<file path="config.mk">
export PLATFORM = sky130hd
export DESIGN_NAME = req_intake_frontend
export DESIGN_NICKNAME = d
export VERILOG_FILES = /design/src/rtl/req_intake_pkg.sv /design/src/rtl/rif_mode_lock.sv /design/src/rtl/rif_side_sync.sv /design/src/rtl/rif_fifo.sv /design/src/rtl/req_intake_frontend.sv
export SDC_FILE = /design/constraint.sdc
export NUM_CORES = 1
export LEC_CHECK = 0
export ABC_AREA = 1
export CORE_UTILIZATION = 45
export DETAILED_ROUTE_END_ITERATION = 10
export GPL_TIMING_DRIVEN = 0
export PLACE_DENSITY = 0.76
export SYNTH_ARGS = -nofsm -noshare
export SYNTH_HDL_FRONTEND = slang
export SYNTH_SLANG_ARGS = --single-unit
</file>
<file path="constraint.sdc">
create_clock -name clk -period 5 [get_ports clk]
set_input_delay 0.75 -clock clk [delete_from_list [all_inputs] [get_ports clk]]
set_output_delay 0.75 -clock clk [all_outputs]
set_load 0.02 [all_outputs]
</file>
<file path="src/rtl/req_intake_pkg.sv">
package req_intake_pkg;
   typedef enum logic {
      PATH_PIPE = 1'b0,
      PATH_SIDE = 1'b1
   } intake_path_e;
endpackage

</file>
<file path="src/rtl/rif_mode_lock.sv">
module rif_mode_lock
   import req_intake_pkg::*;
(
   input  logic         clk,
   input  logic         rst_n,
   input  logic         sel,
   output logic         locked,
   output intake_path_e path
);
   always_ff @(posedge clk) begin
      if (!rst_n) begin
         locked <= 1'b0;
         path   <= PATH_PIPE;
      end else if (!locked) begin
         locked <= 1'b1;
         path   <= intake_path_e'(sel);
      end
   end

   AST_MODE_FROZEN: assert property (@(posedge clk) disable iff (!rst_n)
      locked |=> (locked && $stable(path)));
endmodule

</file>
<file path="src/rtl/rif_side_sync.sv">
module rif_side_sync #(
   parameter int IDLE_LIM = 16
) (
   input  logic clk,
   input  logic rst_n,
   input  logic en,
   input  logic valid,
   input  logic sync,
   output logic synced
);
   localparam int CW = (IDLE_LIM > 2) ? $clog2(IDLE_LIM) : 1;

   generate
      if (IDLE_LIM < 2) begin : g_bad_lim
         $error("rif_side_sync: IDLE_LIM must be at least 2");
      end
   endgenerate

   logic [CW-1:0] idle_cnt;

   always_ff @(posedge clk) begin
      if (!rst_n) begin
         synced   <= 1'b0;
         idle_cnt <= '0;
      end else if (!en) begin
         synced   <= 1'b0;
         idle_cnt <= '0;
      end else if (sync) begin
         synced   <= 1'b1;
         idle_cnt <= '0;
      end else if (valid) begin
         idle_cnt <= '0;
      end else if (idle_cnt == CW'(IDLE_LIM - 1)) begin
         synced   <= 1'b0;
         idle_cnt <= '0;
      end else begin
         idle_cnt <= idle_cnt + CW'(1);
      end
   end

   AST_SYNC_NEEDS_MARK: assert property (@(posedge clk) disable iff (!rst_n)
      $rose(synced) |-> $past(sync && en));
   AST_DISABLED_UNSYNCED: assert property (@(posedge clk) disable iff (!rst_n)
      !en |=> !synced);
endmodule

</file>
<file path="src/rtl/rif_fifo.sv">
module rif_fifo #(
   parameter int W     = 32,
   parameter int DEPTH = 8
) (
   input  logic                       clk,
   input  logic                       rst_n,
   input  logic                       push,
   input  logic [W-1:0]               din,
   input  logic                       pop,
   output logic [W-1:0]               dout,
   output logic                       empty,
   output logic                       full,
   output logic [$clog2(DEPTH+1)-1:0] count
);
   localparam int  PW      = (DEPTH > 2) ? $clog2(DEPTH) : 1;
   localparam int  CW      = $clog2(DEPTH + 1);
   localparam bit  IS_POW2 = ((DEPTH & (DEPTH - 1)) == 0);

   generate
      if (DEPTH < 2) begin : g_bad_depth
         $error("rif_fifo: DEPTH must be at least 2");
      end
      if (W < 1) begin : g_bad_width
         $error("rif_fifo: W must be positive");
      end
   endgenerate

   logic [W-1:0]  mem [DEPTH];
   logic [PW-1:0] wr_ptr, rd_ptr, wr_nxt, rd_nxt;
   logic          do_push, do_pop;

   generate
      if (IS_POW2) begin : g_wrap_free
         assign wr_nxt = wr_ptr + PW'(1);
         assign rd_nxt = rd_ptr + PW'(1);
      end else begin : g_wrap_cmp
         assign wr_nxt = (wr_ptr == PW'(DEPTH - 1)) ? '0 : wr_ptr + PW'(1);
         assign rd_nxt = (rd_ptr == PW'(DEPTH - 1)) ? '0 : rd_ptr + PW'(1);
      end
   endgenerate

   assign empty   = (count == '0);
   assign full    = (count == CW'(DEPTH));
   assign do_push = push && !full;
   assign do_pop  = pop && !empty;
   assign dout    = mem[rd_ptr];

   always_ff @(posedge clk) begin
      if (do_push) mem[wr_ptr] <= din;
   end

   always_ff @(posedge clk) begin
      if (!rst_n) begin
         wr_ptr <= '0;
         rd_ptr <= '0;
         count  <= '0;
      end else begin
         if (do_push) wr_ptr <= wr_nxt;
         if (do_pop)  rd_ptr <= rd_nxt;
         case ({do_push, do_pop})
            2'b10:   count <= count + CW'(1);
            2'b01:   count <= count - CW'(1);
            default: count <= count;
         endcase
      end
   end

   AST_NO_OVERFLOW: assert property (@(posedge clk) disable iff (!rst_n)
      count <= CW'(DEPTH));
   AST_COUNT_UP: assert property (@(posedge clk) disable iff (!rst_n)
      (push && !full && !(pop && !empty)) |=> (count == $past(count) + CW'(1)));
   AST_COUNT_DOWN: assert property (@(posedge clk) disable iff (!rst_n)
      (!push && pop && !empty) |=> (count == $past(count) - CW'(1)));
endmodule

</file>
<file path="src/rtl/req_intake_frontend.sv">
module req_intake_frontend
   import req_intake_pkg::*;
#(
   parameter int DATA_W   = 32,
   parameter int DEPTH    = 8,
   parameter int IDLE_LIM = 16
) (
   input  logic                       clk,
   input  logic                       rst_n,
   input  logic                       cfg_side_sel,
   input  logic                       cfg_side_en,
   input  logic                       pipe_n,
   input  logic [DATA_W-1:0]          ad_req,
   input  logic                       sb_valid,
   input  logic [DATA_W-1:0]          sb_word,
   input  logic                       sb_sync,
   input  logic                       q_pop,
   output logic                       push_o,
   output logic [DATA_W-1:0]          push_word,
   output logic [DATA_W-1:0]          q_data,
   output logic                       q_empty,
   output logic                       q_full,
   output logic [$clog2(DEPTH+1)-1:0] q_count,
   output logic                       path_o,
   output logic                       proto_err,
   output logic                       ovf_err
);
   generate
      if (DATA_W < 1) begin : g_bad_w
         $error("req_intake_frontend: DATA_W must be positive");
      end
   endgenerate

   logic         locked;
   intake_path_e path_q;
   logic         sb_synced;
   logic         try_pipe, try_side, attempt, stray;

   rif_mode_lock u_lock (
      .clk    (clk),
      .rst_n  (rst_n),
      .sel    (cfg_side_sel),
      .locked (locked),
      .path   (path_q)
   );

   rif_side_sync #(.IDLE_LIM(IDLE_LIM)) u_sync (
      .clk    (clk),
      .rst_n  (rst_n),
      .en     (cfg_side_en),
      .valid  (sb_valid),
      .sync   (sb_sync),
      .synced (sb_synced)
   );

   assign try_pipe = locked && (path_q == PATH_PIPE) && !pipe_n;
   assign try_side = locked && (path_q == PATH_SIDE) && cfg_side_en && sb_synced && sb_valid;
   assign attempt  = try_pipe || try_side;
   assign stray    = locked && (((path_q == PATH_PIPE) && cfg_side_en && sb_valid) ||
                                ((path_q == PATH_SIDE) && !pipe_n));

   assign push_word = (path_q == PATH_PIPE) ? ad_req : sb_word;
   assign push_o    = attempt && !q_full;
   assign path_o    = path_q;

   rif_fifo #(.W(DATA_W), .DEPTH(DEPTH)) u_fifo (
      .clk   (clk),
      .rst_n (rst_n),
      .push  (push_o),
      .din   (push_word),
      .pop   (q_pop),
      .dout  (q_data),
      .empty (q_empty),
      .full  (q_full),
      .count (q_count)
   );

   always_ff @(posedge clk) begin
      if (!rst_n) begin
         proto_err <= 1'b0;
         ovf_err   <= 1'b0;
      end else begin
         if (stray)             proto_err <= 1'b1;
         if (attempt && q_full) ovf_err   <= 1'b1;
      end
   end

   AST_NO_PUSH_UNLOCKED: assert property (@(posedge clk) disable iff (!rst_n)
      !locked |-> !push_o);
   AST_PIPE_TAKE: assert property (@(posedge clk) disable iff (!rst_n)
      (locked && path_o == 1'b0 && !pipe_n && !q_full) |-> push_o);
   AST_STROBE_IDLE: assert property (@(posedge clk) disable iff (!rst_n)
      (path_o == 1'b0 && pipe_n) |-> !push_o);
   AST_SIDE_GATED: assert property (@(posedge clk) disable iff (!rst_n)
      (push_o && path_o == 1'b1) |-> (cfg_side_en && sb_synced && sb_valid));
   AST_PERR_STICKY: assert property (@(posedge clk) disable iff (!rst_n)
      proto_err |=> proto_err);
   AST_OVF_STICKY: assert property (@(posedge clk) disable iff (!rst_n)
      ovf_err |=> ovf_err);
   AST_FULL_NO_PUSH: assert property (@(posedge clk) disable iff (!rst_n)
      q_full |-> !push_o);
endmodule

</file>
==> impl_table.tex <==
\begin{tabular}{lr}
\hline
Metric & Value \\
\hline
\multicolumn{2}{l}{\textbf{Run status}} \\
Run status & finished clean \\
\multicolumn{2}{l}{\textbf{Critical path}} \\
Maximum net fanout on the critical path & 10 \\
Kind of end point of the critical path & output port \\
Number of cell instances on the worst register-to-register path & 9 \\
Category of the worst setup path launch point & flop \\
Category of the critical setup timing path & flop to output port \\
Required time of the critical path & about 4300 ps \\
Critical path arrival & 2810 ps \\
\multicolumn{2}{l}{\textbf{Global route}} \\
Via count of the first global-routing pass & 7721 \\
Initial antenna violation count & 0 \\
Total congestion overflow after global routing & 0 \\
Wire length of the first global-routing pass & between 40000 and 50000 microns \\
Tot GR Track Use & 0.210 \\
Pin count of the biggest net entering global routing & 15 \\
\multicolumn{2}{l}{\textbf{Synth}} \\
Post-synth ARST share & 0 \\
Top post-synthesis cells by area & sky130\_fd\_sc\_hd\_\_edfxtp\_1, sky130\_fd\_sc\_hd\_\_o21ai\_0, sky130\_fd\_sc\_hd\_\_nor2\_1 \\
Register area share after synthesis & 0.714 \\
Syn\_nets & 974 \\
Main flop type after synthesis & sky130\_fd\_sc\_hd\_\_edfxtp\_1 \\
Synthesized instance count & about 900 \\
Share of Yosys cell area claimed by the top area cell type & 0.675 \\
Post-synthesis area per instance & approximately 13 sq um \\
Library cell with the largest summed area after synthesis & sky130\_fd\_sc\_hd\_\_edfxtp\_1 \\
Post-synthesis instance area & $\sim$11000 sq um \\
Number of distinct library cells after synthesis & 28 \\
Register bit count reported by yosys & 278 \\
Number of synthesis warnings & 0 \\
Number of enable-type register cells in the synthesized netlist & around 260 \\
\multicolumn{2}{l}{\textbf{Clocking}} \\
Hold buffer count at cts & 0 \\
Clock sinks & between 200 and 300 \\
Clock latency on the worst-skew pair & roughly 540 ps \\
CTS resizes & 0 \\
Clock tree from TritonCTS & done \\
H-tree lvl count & 1 \\
Number of buffers added for setup after CTS & 0 \\
CTS root buf & sky130\_fd\_sc\_hd\_\_clkbuf\_16 \\
CTS Buf Count & 28 \\
CTS Buffer Depth & 3 \\
Reg clk slew, reported paths & approximately 60 ps \\
\multicolumn{2}{l}{\textbf{STA}} \\
Final Worst Setup Slack & 1440 ps \\
Total count of max-transition violations in the final report & 0 \\
Setup TNS after final layout & 0 ps \\
Achievable Freq & approximately 280 MHz \\
Worst-case clock skew & 17.6 ps \\
Count of final hold-check violations & 0 \\
Final setup vio count & 0 \\
Setup repair after global routing missed its margin & no \\
Tightest Pin Transition & 879 ps \\
Fraction of the cycle the final worst path needs & 0.711 \\
Max transition margin & 0.411 \\
Final Critical Period & between 3000 and 4000 ps \\
\multicolumn{2}{l}{\textbf{Cells and area}} \\
Area growth from synthesis to layout & 27.4\% \\
Most common cell after layout, fill and taps aside & sky130\_fd\_sc\_hd\_\_edfxtp\_1 \\
Layout cells sized above 1 & 0.122 \\
Highest-count cells in the layout ignoring fill and taps & sky130\_fd\_sc\_hd\_\_edfxtp\_1, sky130\_fd\_sc\_hd\_\_nor2\_1, sky130\_fd\_sc\_hd\_\_clkdlybuf4s50\_1 \\
Final Net Count & roughly 1200 \\
Number of antenna repair diodes & 0 \\
\multicolumn{2}{l}{\textbf{Placed design}} \\
RD Place Congestion & roughly 0.78 \\
HPWL after DPL & roughly 18000 microns \\
Number of port buffers & 145 \\
Setup WS pre-CTS & approximately 1700 ps \\
\multicolumn{2}{l}{\textbf{Pwr}} \\
Total power of the final layout & just over 7000 uW \\
Worst IR Drop VDD & 0.296 mV \\
Power Dens Cells & 487 nW/um\^{}2 \\
Leakage power & around 0.005 uW \\
\multicolumn{2}{l}{\textbf{Detailed routing}} \\
Final Routed Wirelength & roughly 27000 microns \\
Number of DRC markers in iteration 0 & around 850 \\
Mean routed wirelength per cell & between 15 and 20 microns \\
Post-route DRC & 0 \\
Post-route ant nets & 0 \\
First-pass iteration count of the detailed router & 5 \\
Number of vias per cell after detailed routing & about 5.4 \\
Routed vias & 7800 \\
\multicolumn{2}{l}{\textbf{Floorplan}} \\
I/O pin total & 146 \\
Die boundary height & approximately 160 microns \\
Area of the die & roughly 26000 sq um \\
\# rows & 57 \\
Chip width & $\sim$160 microns \\
Effective utilization at floorplan & 0.464 \\
Placeable core region & 24500 sq um \\
\multicolumn{2}{l}{\textbf{Min path}} \\
Number of cells traversed by the worst hold path & 1 \\
Class of the most critical hold timing path & flop to flop \\
\multicolumn{2}{l}{\textbf{Run}} \\
Max-capacitance violation count & 0 \\
\hline
\end{tabular}
[report_power, final]
group	switching [uW]	total (uW)	internal [uW]	leakage (uW)
clock	833	2140	1310	0.000465
combinational	1360	2240	878	0.00214
sequential	40.0	2680	2640	0.00249
[sequential cells by signal, indices dropped and copies added, names as in the netlist, named ones only]
signal / count
u_sync.synced: 1
u_fifo.rd_ptr: 3
u_sync.idle_cnt: 4
u_lock.locked: 1
u_fifo.mem: 256
u_fifo.wr_ptr: 3
u_fifo.count: 4
proto_err: 1
u_lock.path: 1
ovf_err: 1
[logic make-up after synthesis]
family | after synthesis | synth area share
flops | 278 | 0.714
compound gates | 181 | 0.0840
buf+inv | 78 | 0.0357
fa+ha+maj | 6 | 0.00660
xor+xnor | 4 | 0.00308
mux | 64 | 0.0598
simple gates | 285 | 0.0967
[stage by stage]
step	std cells	utilization	instance area (sq um)	hold WS [ps]
final	1440	0.591	14500	463
after global routing	1440	0.591	14500	503
after CTS	1440	0.591	14500	470
after detailed placement	1389	0.552	13500	456
after global placement	1365	0.540	13200	446
after floorplan	896	-	11400	430
[synthesized netlist by cell type, types with 3 or more instances]
cell                       instances
sky130_fd_sc_hd__o22ai_1          32
sky130_fd_sc_hd__dfxtp_1          22
sky130_fd_sc_hd__nor3_1           11
sky130_fd_sc_hd__o21ai_1          23
sky130_fd_sc_hd__inv_1            27
sky130_fd_sc_hd__mux2i_1          32
sky130_fd_sc_hd__ha_1              6
sky130_fd_sc_hd__buf_2            14
sky130_fd_sc_hd__nor2_1          147
sky130_fd_sc_hd__nand3_1           8
sky130_fd_sc_hd__buf_4             8
sky130_fd_sc_hd__a21oi_1           9
sky130_fd_sc_hd__o21ai_0         115
sky130_fd_sc_hd__mux2_2           32
sky130_fd_sc_hd__nand2_1         116
sky130_fd_sc_hd__clkbuf_1         17
sky130_fd_sc_hd__edfxtp_1        256
sky130_fd_sc_hd__buf_6             3
sky130_fd_sc_hd__clkbuf_2          4
[layer usage]
metal | global-route usage | wire (microns) | share of wire
met4 | 0.0485 | 431 | 0.016
met5 | 0 | 0 | 0
met1 | 0.274 | 10800 | 0.40
met3 | 0.0339 | 2350 | 0.087
met2 | 0.368 | 13400 | 0.50
[path summary, 6_finish.rpt]
check / startpoint / to / slack [ps]
setup / recovery: flop / q_data[0] / 1440
setup reg to reg: u_lock.path$_SDFFE_PN0N_ / u_fifo.mem[5][14]$_DFFE_PP_ / 2530
hold / removal: u_sync.idle_cnt[0]$_SDFF_PP0_ / u_sync.idle_cnt[0]$_SDFF_PP0_ / 460
hold reg to reg: u_sync.idle_cnt[0]$_SDFF_PP0_ / u_sync.idle_cnt[0]$_SDFF_PP0_ / 460
[cell type report]
cell class / count / area [sq um]
buffer: 51 / 305
clock buffer: 34 / 744
clock inverter: 17 / 205
fill: 1913 / 10000
inverter: 27 / 101
multi-input combinational: 540 / 2890
sequential: 278 / 8130
tap: 324 / 405
timing repair buffer: 169 / 1720
[worst max-delay path: stages, from the launching register on]
cell	delay, ps
sky130_fd_sc_hd__dfxtp_1	330
sky130_fd_sc_hd__buf_2	240
sky130_fd_sc_hd__clkbuf_1	510
sky130_fd_sc_hd__o21ai_0	200
sky130_fd_sc_hd__o21ai_1	170
sky130_fd_sc_hd__nand2_1	80
sky130_fd_sc_hd__nand2_1	120
sky130_fd_sc_hd__clkdlybuf4s50_1	610
(Power assumes the default switching activity.)
